File: src/rtl/mbox_pkg.sv
package mbox_pkg;

  // Base offsets of the register groups; per-queue and per-user strides follow.
  localparam int unsigned OFS_ID       = 32'h000;
  localparam int unsigned OFS_MSG      = 32'h040;
  localparam int unsigned OFS_FULL     = 32'h080;
  localparam int unsigned OFS_CNT      = 32'h0C0;
  localparam int unsigned OFS_USR_STAT = 32'h104;
  localparam int unsigned OFS_USR_ESET = 32'h108;
  localparam int unsigned OFS_USR_ECLR = 32'h10C;
  localparam int unsigned Q_STRIDE     = 4;
  localparam int unsigned U_STRIDE     = 16;

  // Accepted queue actions, used to raise events in the same cycle.
  typedef struct packed {
    logic push_ok;
    logic pop_ok;
  } q_act_t;

endpackage

File: src/rtl/mbox_queue.sv
module mbox_queue #(
  parameter int DW    = 32,
  parameter int DEPTH = 4
) (
  input  logic                         clk,
  input  logic                         rst_n,
  input  logic                         push,
  input  logic [DW-1:0]                wdata,
  input  logic                         pop,
  output logic [DW-1:0]                head,
  output logic [$clog2(DEPTH+1)-1:0]   count,
  output logic                         full,
  output logic                         empty,
  output mbox_pkg::q_act_t             act
);
  localparam int PW = (DEPTH > 1) ? $clog2(DEPTH) : 1;
  localparam int CW = $clog2(DEPTH+1);

  logic [DW-1:0] mem [DEPTH];
  logic [PW-1:0] wr_ptr_q, wr_ptr_d, rd_ptr_q, rd_ptr_d;
  logic [CW-1:0] cnt_q, cnt_d;
  logic          push_ok, pop_ok, ptr_en;

  assign full    = (cnt_q == CW'(DEPTH));
  assign empty   = (cnt_q == '0);
  assign push_ok = push & ~full;
  assign pop_ok  = pop & ~empty;
  assign ptr_en  = push_ok | pop_ok;

  function automatic logic [PW-1:0] wrap_inc(input logic [PW-1:0] p);
    return (p == PW'(DEPTH-1)) ? '0 : p + PW'(1);
  endfunction

  always_comb begin
    wr_ptr_d = wr_ptr_q;
    rd_ptr_d = rd_ptr_q;
    cnt_d    = cnt_q;
    if (push_ok) begin
      wr_ptr_d = wrap_inc(wr_ptr_q);
      cnt_d    = cnt_q + CW'(1);
    end
    if (pop_ok) begin
      rd_ptr_d = wrap_inc(rd_ptr_q);
      cnt_d    = cnt_q - CW'(1);
    end
  end

  always_ff @(posedge clk or negedge rst_n) begin
    if (!rst_n) begin
      wr_ptr_q <= '0;
      rd_ptr_q <= '0;
      cnt_q    <= '0;
    end else if (ptr_en) begin
      wr_ptr_q <= wr_ptr_d;
      rd_ptr_q <= rd_ptr_d;
      cnt_q    <= cnt_d;
    end
  end

  // Storage holds no reset: contents are qualified by the count.
  always_ff @(posedge clk) begin
    if (push_ok) mem[wr_ptr_q] <= wdata;
  end

  assign head        = empty ? '0 : mem[rd_ptr_q];
  assign count       = cnt_q;
  assign act.push_ok = push_ok;
  assign act.pop_ok  = pop_ok;

  // occupancy never exceeds the depth.
  a_r5_no_overflow: assert property (@(posedge clk) disable iff (!rst_n)
    cnt_q <= CW'(DEPTH));

  // a write to a full queue leaves the count unchanged.
  a_r5_drop_when_full: assert property (@(posedge clk) disable iff (!rst_n)
    (push && full && !pop) |=> (cnt_q == CW'(DEPTH)));

  // a read of an empty queue leaves it empty.
  a_r5_empty_read_keeps: assert property (@(posedge clk) disable iff (!rst_n)
    (pop && empty && !push) |=> (cnt_q == '0));

  // a read with data present removes exactly one word.
  a_r2_pop_removes_one: assert property (@(posedge clk) disable iff (!rst_n)
    (pop && !empty && !push) |=> (cnt_q == $past(cnt_q) - CW'(1)));
endmodule

File: src/rtl/mbox_user_irq.sv
module mbox_user_irq #(
  parameter int NB = 8
) (
  input  logic          clk,
  input  logic          rst_n,
  input  logic [NB-1:0] evt,
  input  logic          stat_we,
  input  logic          eset_we,
  input  logic          eclr_we,
  input  logic [NB-1:0] wdata,
  output logic [NB-1:0] status,
  output logic [NB-1:0] enable,
  output logic          irq
);
  logic [NB-1:0] st_q, st_d, en_q, en_d, clr_mask;
  logic          st_upd, en_upd;

  // Clearing wins within its own cycle; a standing event re-arms next cycle.
  assign clr_mask = stat_we ? wdata : '0;
  assign st_d     = (st_q | evt) & ~clr_mask;
  assign st_upd   = stat_we | (|(evt & ~st_q));

  always_comb begin
    en_d = en_q;
    if (eset_we)      en_d = en_q | wdata;
    else if (eclr_we) en_d = en_q & ~wdata;
  end
  assign en_upd = eset_we | eclr_we;

  always_ff @(posedge clk or negedge rst_n) begin
    if (!rst_n)      st_q <= '0;
    else if (st_upd) st_q <= st_d;
  end

  always_ff @(posedge clk or negedge rst_n) begin
    if (!rst_n)      en_q <= '0;
    else if (en_upd) en_q <= en_d;
  end

  assign status = st_q;
  assign enable = en_q;
  assign irq    = |(st_q & en_q);

  // without a status write no set bit is lost.
  a_r9_sticky: assert property (@(posedge clk) disable iff (!rst_n)
    !stat_we |=> ((st_q & $past(st_q)) == $past(st_q)));

  // written ones are clear right after the write.
  a_r9_w1c: assert property (@(posedge clk) disable iff (!rst_n)
    stat_we |=> ((st_q & $past(wdata)) == '0));

  // an event outside a clear lands in status.
  a_r7_event_captured: assert property (@(posedge clk) disable iff (!rst_n)
    !stat_we |=> ((st_q & $past(evt)) == $past(evt)));

  // set and clear of the enables.
  a_r10_enable_set: assert property (@(posedge clk) disable iff (!rst_n)
    eset_we |=> ((en_q & $past(wdata)) == $past(wdata)));
  a_r10_enable_clear: assert property (@(posedge clk) disable iff (!rst_n)
    (eclr_we && !eset_we) |=> ((en_q & $past(wdata)) == '0));

  // an interrupt needs both a pending event and an enable.
  a_r11_irq_qualified: assert property (@(posedge clk) disable iff (!rst_n)
    irq |-> ((|st_q) && (|en_q)));
endmodule

File: src/rtl/mbox_hub.sv
module mbox_hub #(
  parameter int          NQ    = 4,
  parameter int          NU    = 2,
  parameter int          DEPTH = 4,
  parameter int          DW    = 32,
  parameter int          AW    = 9,
  parameter logic [31:0] ID    = 32'h4D42_0100
) (
  input  logic          clk,
  input  logic          rst_n,
  input  logic          bus_sel,
  input  logic          bus_wr,
  input  logic [AW-1:0] bus_addr,
  input  logic [DW-1:0] bus_wdata,
  output logic [DW-1:0] bus_rdata,
  output logic [NU-1:0] irq
);
  import mbox_pkg::*;

  localparam int NB = 2 * NQ;
  localparam int CW = $clog2(DEPTH+1);

  // Reset: asserted asynchronously, released after two clock edges.
  logic [1:0] rst_pipe;
  logic       rst_core_n;
  always_ff @(posedge clk or negedge rst_n) begin
    if (!rst_n) rst_pipe <= '0;
    else        rst_pipe <= {rst_pipe[0], 1'b1};
  end
  assign rst_core_n = rst_pipe[1];

  logic wr_req, rd_req;
  assign wr_req = bus_sel & bus_wr;
  assign rd_req = bus_sel & ~bus_wr;

  logic          hit_id;
  logic [NQ-1:0] hit_msg, hit_full, hit_cnt;
  logic [NU-1:0] hit_stat, hit_eset, hit_eclr;

  assign hit_id = (bus_addr == AW'(OFS_ID));

  logic [NQ-1:0] q_full, q_empty, q_push, q_pop;
  logic [DW-1:0] q_head [NQ];
  logic [CW-1:0] q_cnt  [NQ];
  q_act_t        q_act  [NQ];
  logic [NB-1:0] evt;

  for (genvar m = 0; m < NQ; m++) begin : g_queue
    assign hit_msg[m]  = (bus_addr == AW'(OFS_MSG  + Q_STRIDE * m));
    assign hit_full[m] = (bus_addr == AW'(OFS_FULL + Q_STRIDE * m));
    assign hit_cnt[m]  = (bus_addr == AW'(OFS_CNT  + Q_STRIDE * m));
    assign q_push[m]   = wr_req & hit_msg[m];
    assign q_pop[m]    = rd_req & hit_msg[m];

    mbox_queue #(.DW(DW), .DEPTH(DEPTH)) u_q (
      .clk   (clk),
      .rst_n (rst_core_n),
      .push  (q_push[m]),
      .wdata (bus_wdata),
      .pop   (q_pop[m]),
      .head  (q_head[m]),
      .count (q_cnt[m]),
      .full  (q_full[m]),
      .empty (q_empty[m]),
      .act   (q_act[m])
    );

    // Bit 2m: new message; bit 2m+1: room available.
    assign evt[2*m]   = q_act[m].push_ok | ~q_empty[m];
    assign evt[2*m+1] = q_act[m].pop_ok  | ~q_full[m];
  end

  logic [NB-1:0] u_stat [NU];
  logic [NB-1:0] u_en   [NU];

  for (genvar u = 0; u < NU; u++) begin : g_user
    assign hit_stat[u] = (bus_addr == AW'(OFS_USR_STAT + U_STRIDE * u));
    assign hit_eset[u] = (bus_addr == AW'(OFS_USR_ESET + U_STRIDE * u));
    assign hit_eclr[u] = (bus_addr == AW'(OFS_USR_ECLR + U_STRIDE * u));

    mbox_user_irq #(.NB(NB)) u_usr (
      .clk     (clk),
      .rst_n   (rst_core_n),
      .evt     (evt),
      .stat_we (wr_req & hit_stat[u]),
      .eset_we (wr_req & hit_eset[u]),
      .eclr_we (wr_req & hit_eclr[u]),
      .wdata   (bus_wdata[NB-1:0]),
      .status  (u_stat[u]),
      .enable  (u_en[u]),
      .irq     (irq[u])
    );
  end

  always_comb begin
    bus_rdata = '0;
    if (rd_req) begin
      if (hit_id) bus_rdata = DW'(ID);
      for (int m = 0; m < NQ; m++) begin
        if (hit_msg[m])  bus_rdata = q_head[m];
        if (hit_full[m]) bus_rdata = DW'(q_full[m]);
        if (hit_cnt[m])  bus_rdata = DW'(q_cnt[m]);
      end
      for (int u = 0; u < NU; u++) begin
        if (hit_stat[u])               bus_rdata = DW'(u_stat[u]);
        if (hit_eset[u] | hit_eclr[u]) bus_rdata = DW'(u_en[u]);
      end
    end
  end

  // while held in reset, no interrupt is raised.
  a_r12_quiet_in_reset: assert property (@(posedge clk)
    !rst_core_n |-> (irq == '0));

  // a single bus touches at most one queue per cycle.
  a_r2_one_queue_action: assert property (@(posedge clk) disable iff (!rst_core_n)
    $onehot0(q_push | q_pop));
endmodule

File: config.mk
export PLATFORM = sky130hd
export DESIGN_NAME = mbox_hub
export DESIGN_NICKNAME = d
export VERILOG_FILES = /design/src/rtl/mbox_pkg.sv /design/src/rtl/mbox_queue.sv /design/src/rtl/mbox_user_irq.sv /design/src/rtl/mbox_hub.sv
export SDC_FILE = /design/constraint.sdc
export NUM_CORES = 1
export LEC_CHECK = 0
export BUFFER_PORTS_ARGS = -buffer_cell sky130_fd_sc_hd__buf_2
export CAP_MARGIN = 20
export CORE_UTILIZATION = 50
export DETAILED_ROUTE_END_ITERATION = 12
export GPL_ROUTABILITY_DRIVEN = 0
export MAX_ROUTING_LAYER = met4
export PLACE_DENSITY = 0.78
export SETUP_SLACK_MARGIN = 0.4
export SKIP_LAST_GASP = 1
export SYNTH_ARGS = -nofsm -noshare
export SYNTH_HDL_FRONTEND = slang
export SYNTH_SLANG_ARGS = --single-unit
export TNS_END_PERCENT = 1
File: constraint.sdc
create_clock -name clk -period 3.2 [get_ports clk]
set_clock_uncertainty 0.15 [all_clocks]
set_input_delay 0.16 -clock clk [delete_from_list [all_inputs] [get_ports clk]]
set_output_delay 0.16 -clock clk [all_outputs]
set_load 0.01 [all_outputs]
==> qor.yml <==
status: "complete, but fails checks"
failed_checks: "negative hold slack"
async_flop_share_pct: 10.8
post-route-period-util_pct: 89.7
yosysMostFrequentCell: "edfxtp_1"
grt_util_all_layers_pct: 24.6
fp.dieArea_sq_um: 47100
fin_setup_tns_ps: 0
crit_type: "reg2out"
clkLatencyLatePin_ps: 610
fin_hold_ws_ps: -24.9
cts-root-buf: "clkbuf_16"
clk_path_buf_depth: 3
synth_top_family_by_area: "multiplexers"
netlist_area_sq_um: 23100
power_frac_comb_pct: 2.9
synth_area_leaders: "edfxtp_1 (67%), mux4_2 (12%), dfrtp_1 (6.7%)"
slew_violations: 0
viasPerCell: 6.29
p_leak_nw: 8.82
synth_compound_area_share_pct: 5.73
fill_cells: 3222
ant_nets: 0
p_switching_w: 0.00307
ios: 79
syn2layout_area_growth_pct: 17.5
worstSetupEndpointType: "primary output"
power_frac_clock_pct: 42.7
final_hold_viol_count: 8
start_kind: "register"
synth_xor_area_share_pct: 0.303
syn_area_per_cell_sq_um: 18.6
first_pass_iters: 7
yosysWarnings: 0
synthMuxAreaShare_pct: 13.3
die_x_microns: 217
hpwl_microns: 31900
synth.largest_area_cell: "edfxtp_1"
synthCells: 1242
fin_nets: 1486
first_global_vias: 13400
period_needed_ps: 2870
rows: 78
gr-total-overflow: 0
synth-edff-count: 512
drive_above_1_share_pct: 29.2
synthAdderAreaFrac_pct: 1.43
initial_core_util_pct: 50.8
htreeDepth: 2
design_area_sq_um: 27100
antenna_found_initial: 1
setup_viol: 0
grt_pass1_wl_microns: 82700
r2r_start: "g_queue[3].u_q.count[2]$_DFFE_PN0N_"
grt_max_degree: 46
required_ps: 2890
drv_cap: 0
pwr_density_cell_nw_per_um2: 555
ys_seq_area_share_pct: 73.3
ir_drop_mv: 0.470
reg2reg_to: "g_user[1].u_usr.status[7]$_DFFE_PN0P_"
vias: 13000
fp.dieH_microns: 217
intPower_w: 0.0120
synth-seq-cells: 574
slew_headroom_pct: 49.6
synth_nets: 1311
switching_share_pct: 20.4
wire_per_inst_microns: 26.7
worstPathMaxFanout: 8
cts_made_buffers: 55
wirelength_microns: 55100
dpl_cell_area_sq_um: 24600
synthTopCellsByCount: "edfxtp_1 (512), mux4_2 (128), a21oi_1 (71)"
clk_pin_slew_ps: 60
synth_cell_types: 60
core_area_sq_um: 45500
cts.sink_count: 574
rsz0062_at_grt: "true"
max_freq_mhz: 348
synth_top_area_share_pct: 66.6
crit_arrival_ps: 2560
synth-simple-area-share_pct: 4.32
drtIter0Drc: 1674
hold_path_class: "reg2async"
worst_slew_pin_slew_ps: 752
rrSetupSlack_ps: 830
reg2reg_depth: 5
cts_tree: "built"
seq_power_share_pct: 54.4
drc: 0
port-buffer-count: 78
synthFlopType: "edfxtp_1"
[worst max path at each step]
stage                                                      to  slack, ps  cells after the start                                    from
after global placement    g_queue[2].u_q.mem[0][13]$_DFFE_PP_        290                      6                             bus_addr[5]
after CTS                                        bus_rdata[2]        320                      6  g_queue[0].u_q.rd_ptr_q[0]$_DFFE_PN0P_
after floorplan            g_queue[3].u_q.mem[0][0]$_DFFE_PP_        190                      7                             bus_addr[4]
after detailed placement  g_queue[2].u_q.mem[0][14]$_DFFE_PP_        250                      6                             bus_addr[5]
final                                            bus_rdata[3]        330                      6  g_queue[0].u_q.rd_ptr_q[0]$_DFFE_PN0P_
after global routing                             bus_rdata[3]        280                      6  g_queue[0].u_q.rd_ptr_q[0]$_DFFE_PN0P_
[sequential cells by signal, summed over array words and instances (netlist names), named ones only]
register	flops
g_queue.u_q.rd_ptr_q	8
g_queue.u_q.mem	512
g_queue.u_q.wr_ptr_q	8
g_queue.u_q.count	12
g_user.u_usr.status	16
rst_pipe	2
[worst max-delay path, stage by stage, from the launching register on]
cell     delay, ps
dfrtp_4        580
buf_12         170
mux4_2         510
a22oi_2        210
and3_1         210
o32ai_1        110
buf_2          170
[area by class of cell]
class / count / area, sq um / share of cell area [%]
multi-input combinational: 577 / 5970 / 22.0
timing repair buffer: 184 / 1590 / 5.85
clock inverter: 35 / 377 / 1.39
inverter: 25 / 93.8 / 0.346
antenna: 1 / 2.50 / 0.00922
sequential: 574 / 17000 / 62.5
tap: 600 / 751 / 2.77
clock buffer: 65 / 1410 / 5.21
[cell usage in the layout (no fill, tap or decap), types with 21 or more instances in the layout]
master	count
edfxtp_1	512
mux4_2	128
buf_2	78
a21oi_1	66
a22oi_1	58
clkbuf_16	55
nand2_1	54
dfrtp_1	53
nor2_1	43
dlygate4sd3_1	39
buf_4	38
o21ai_0	36
inv_1	25
buf_12	21
[through the flow]
step | cells | power (W) | worst slack (ps) | hold slack [ps] | utilization, %
5_1_grt | 2061 | 0.0154 | 284 | 0.0810 | 59.7
4_1_cts | 2055 | 0.0151 | 319 | 19.4 | 59.3
2_1_floorplan | 1242 | 0.00853 | 185 | -286 | -
3_5_place_dp | 1907 | 0.00872 | 249 | -202 | 54.1
6_report | 2061 | 0.0151 | 330 | -24.9 | 59.7
3_3_place_gp | 1907 | 0.00870 | 289 | -204 | 54.1
[logic make-up after synthesis]
group	after synthesis
other	1
AOI/OAI and AO/OA	211
xor gates and xnor gates	8
adders and majority gates	24
and+or+nand+nor	187
DFF	574
buffers and inverters	91
muxes	146
[power by group through the flow]
stage	sequential [W]	clock, W	combinational [W]
final	0.00820	0.00644	0.000430
after global routing	0.00820	0.00679	0.000462
after CTS	0.00821	0.00651	0.000406
after detailed placement	0.00837	0	0.000353
after global placement	0.00836	0	0.000337
after floorplan	0.00835	0	0.000172
[routing by layer]
metal | global-route usage, % | part of all wire [%] | vias up
met2 | 39.9 | 50 | 728
met5 | - | 0 | -
li1 | - | - | 5386
met1 | 31.7 | 39 | 6719
met3 | 4.16 | 8.6 | 139
met4 | 8.71 | 3.0 | 0
[repair_timing]
action | 4_1_cts | 5_1_grt
hold buffers | 39 | 0
endpoints found under the setup margin | 32 | 32
hold endpoints to repair | 546 | 0
pin swaps | 0 | 4
setup buffers | 9 | 4
gates resized for setup | 17 | 29
Note: power is estimated with default switching activity, not from simulation.
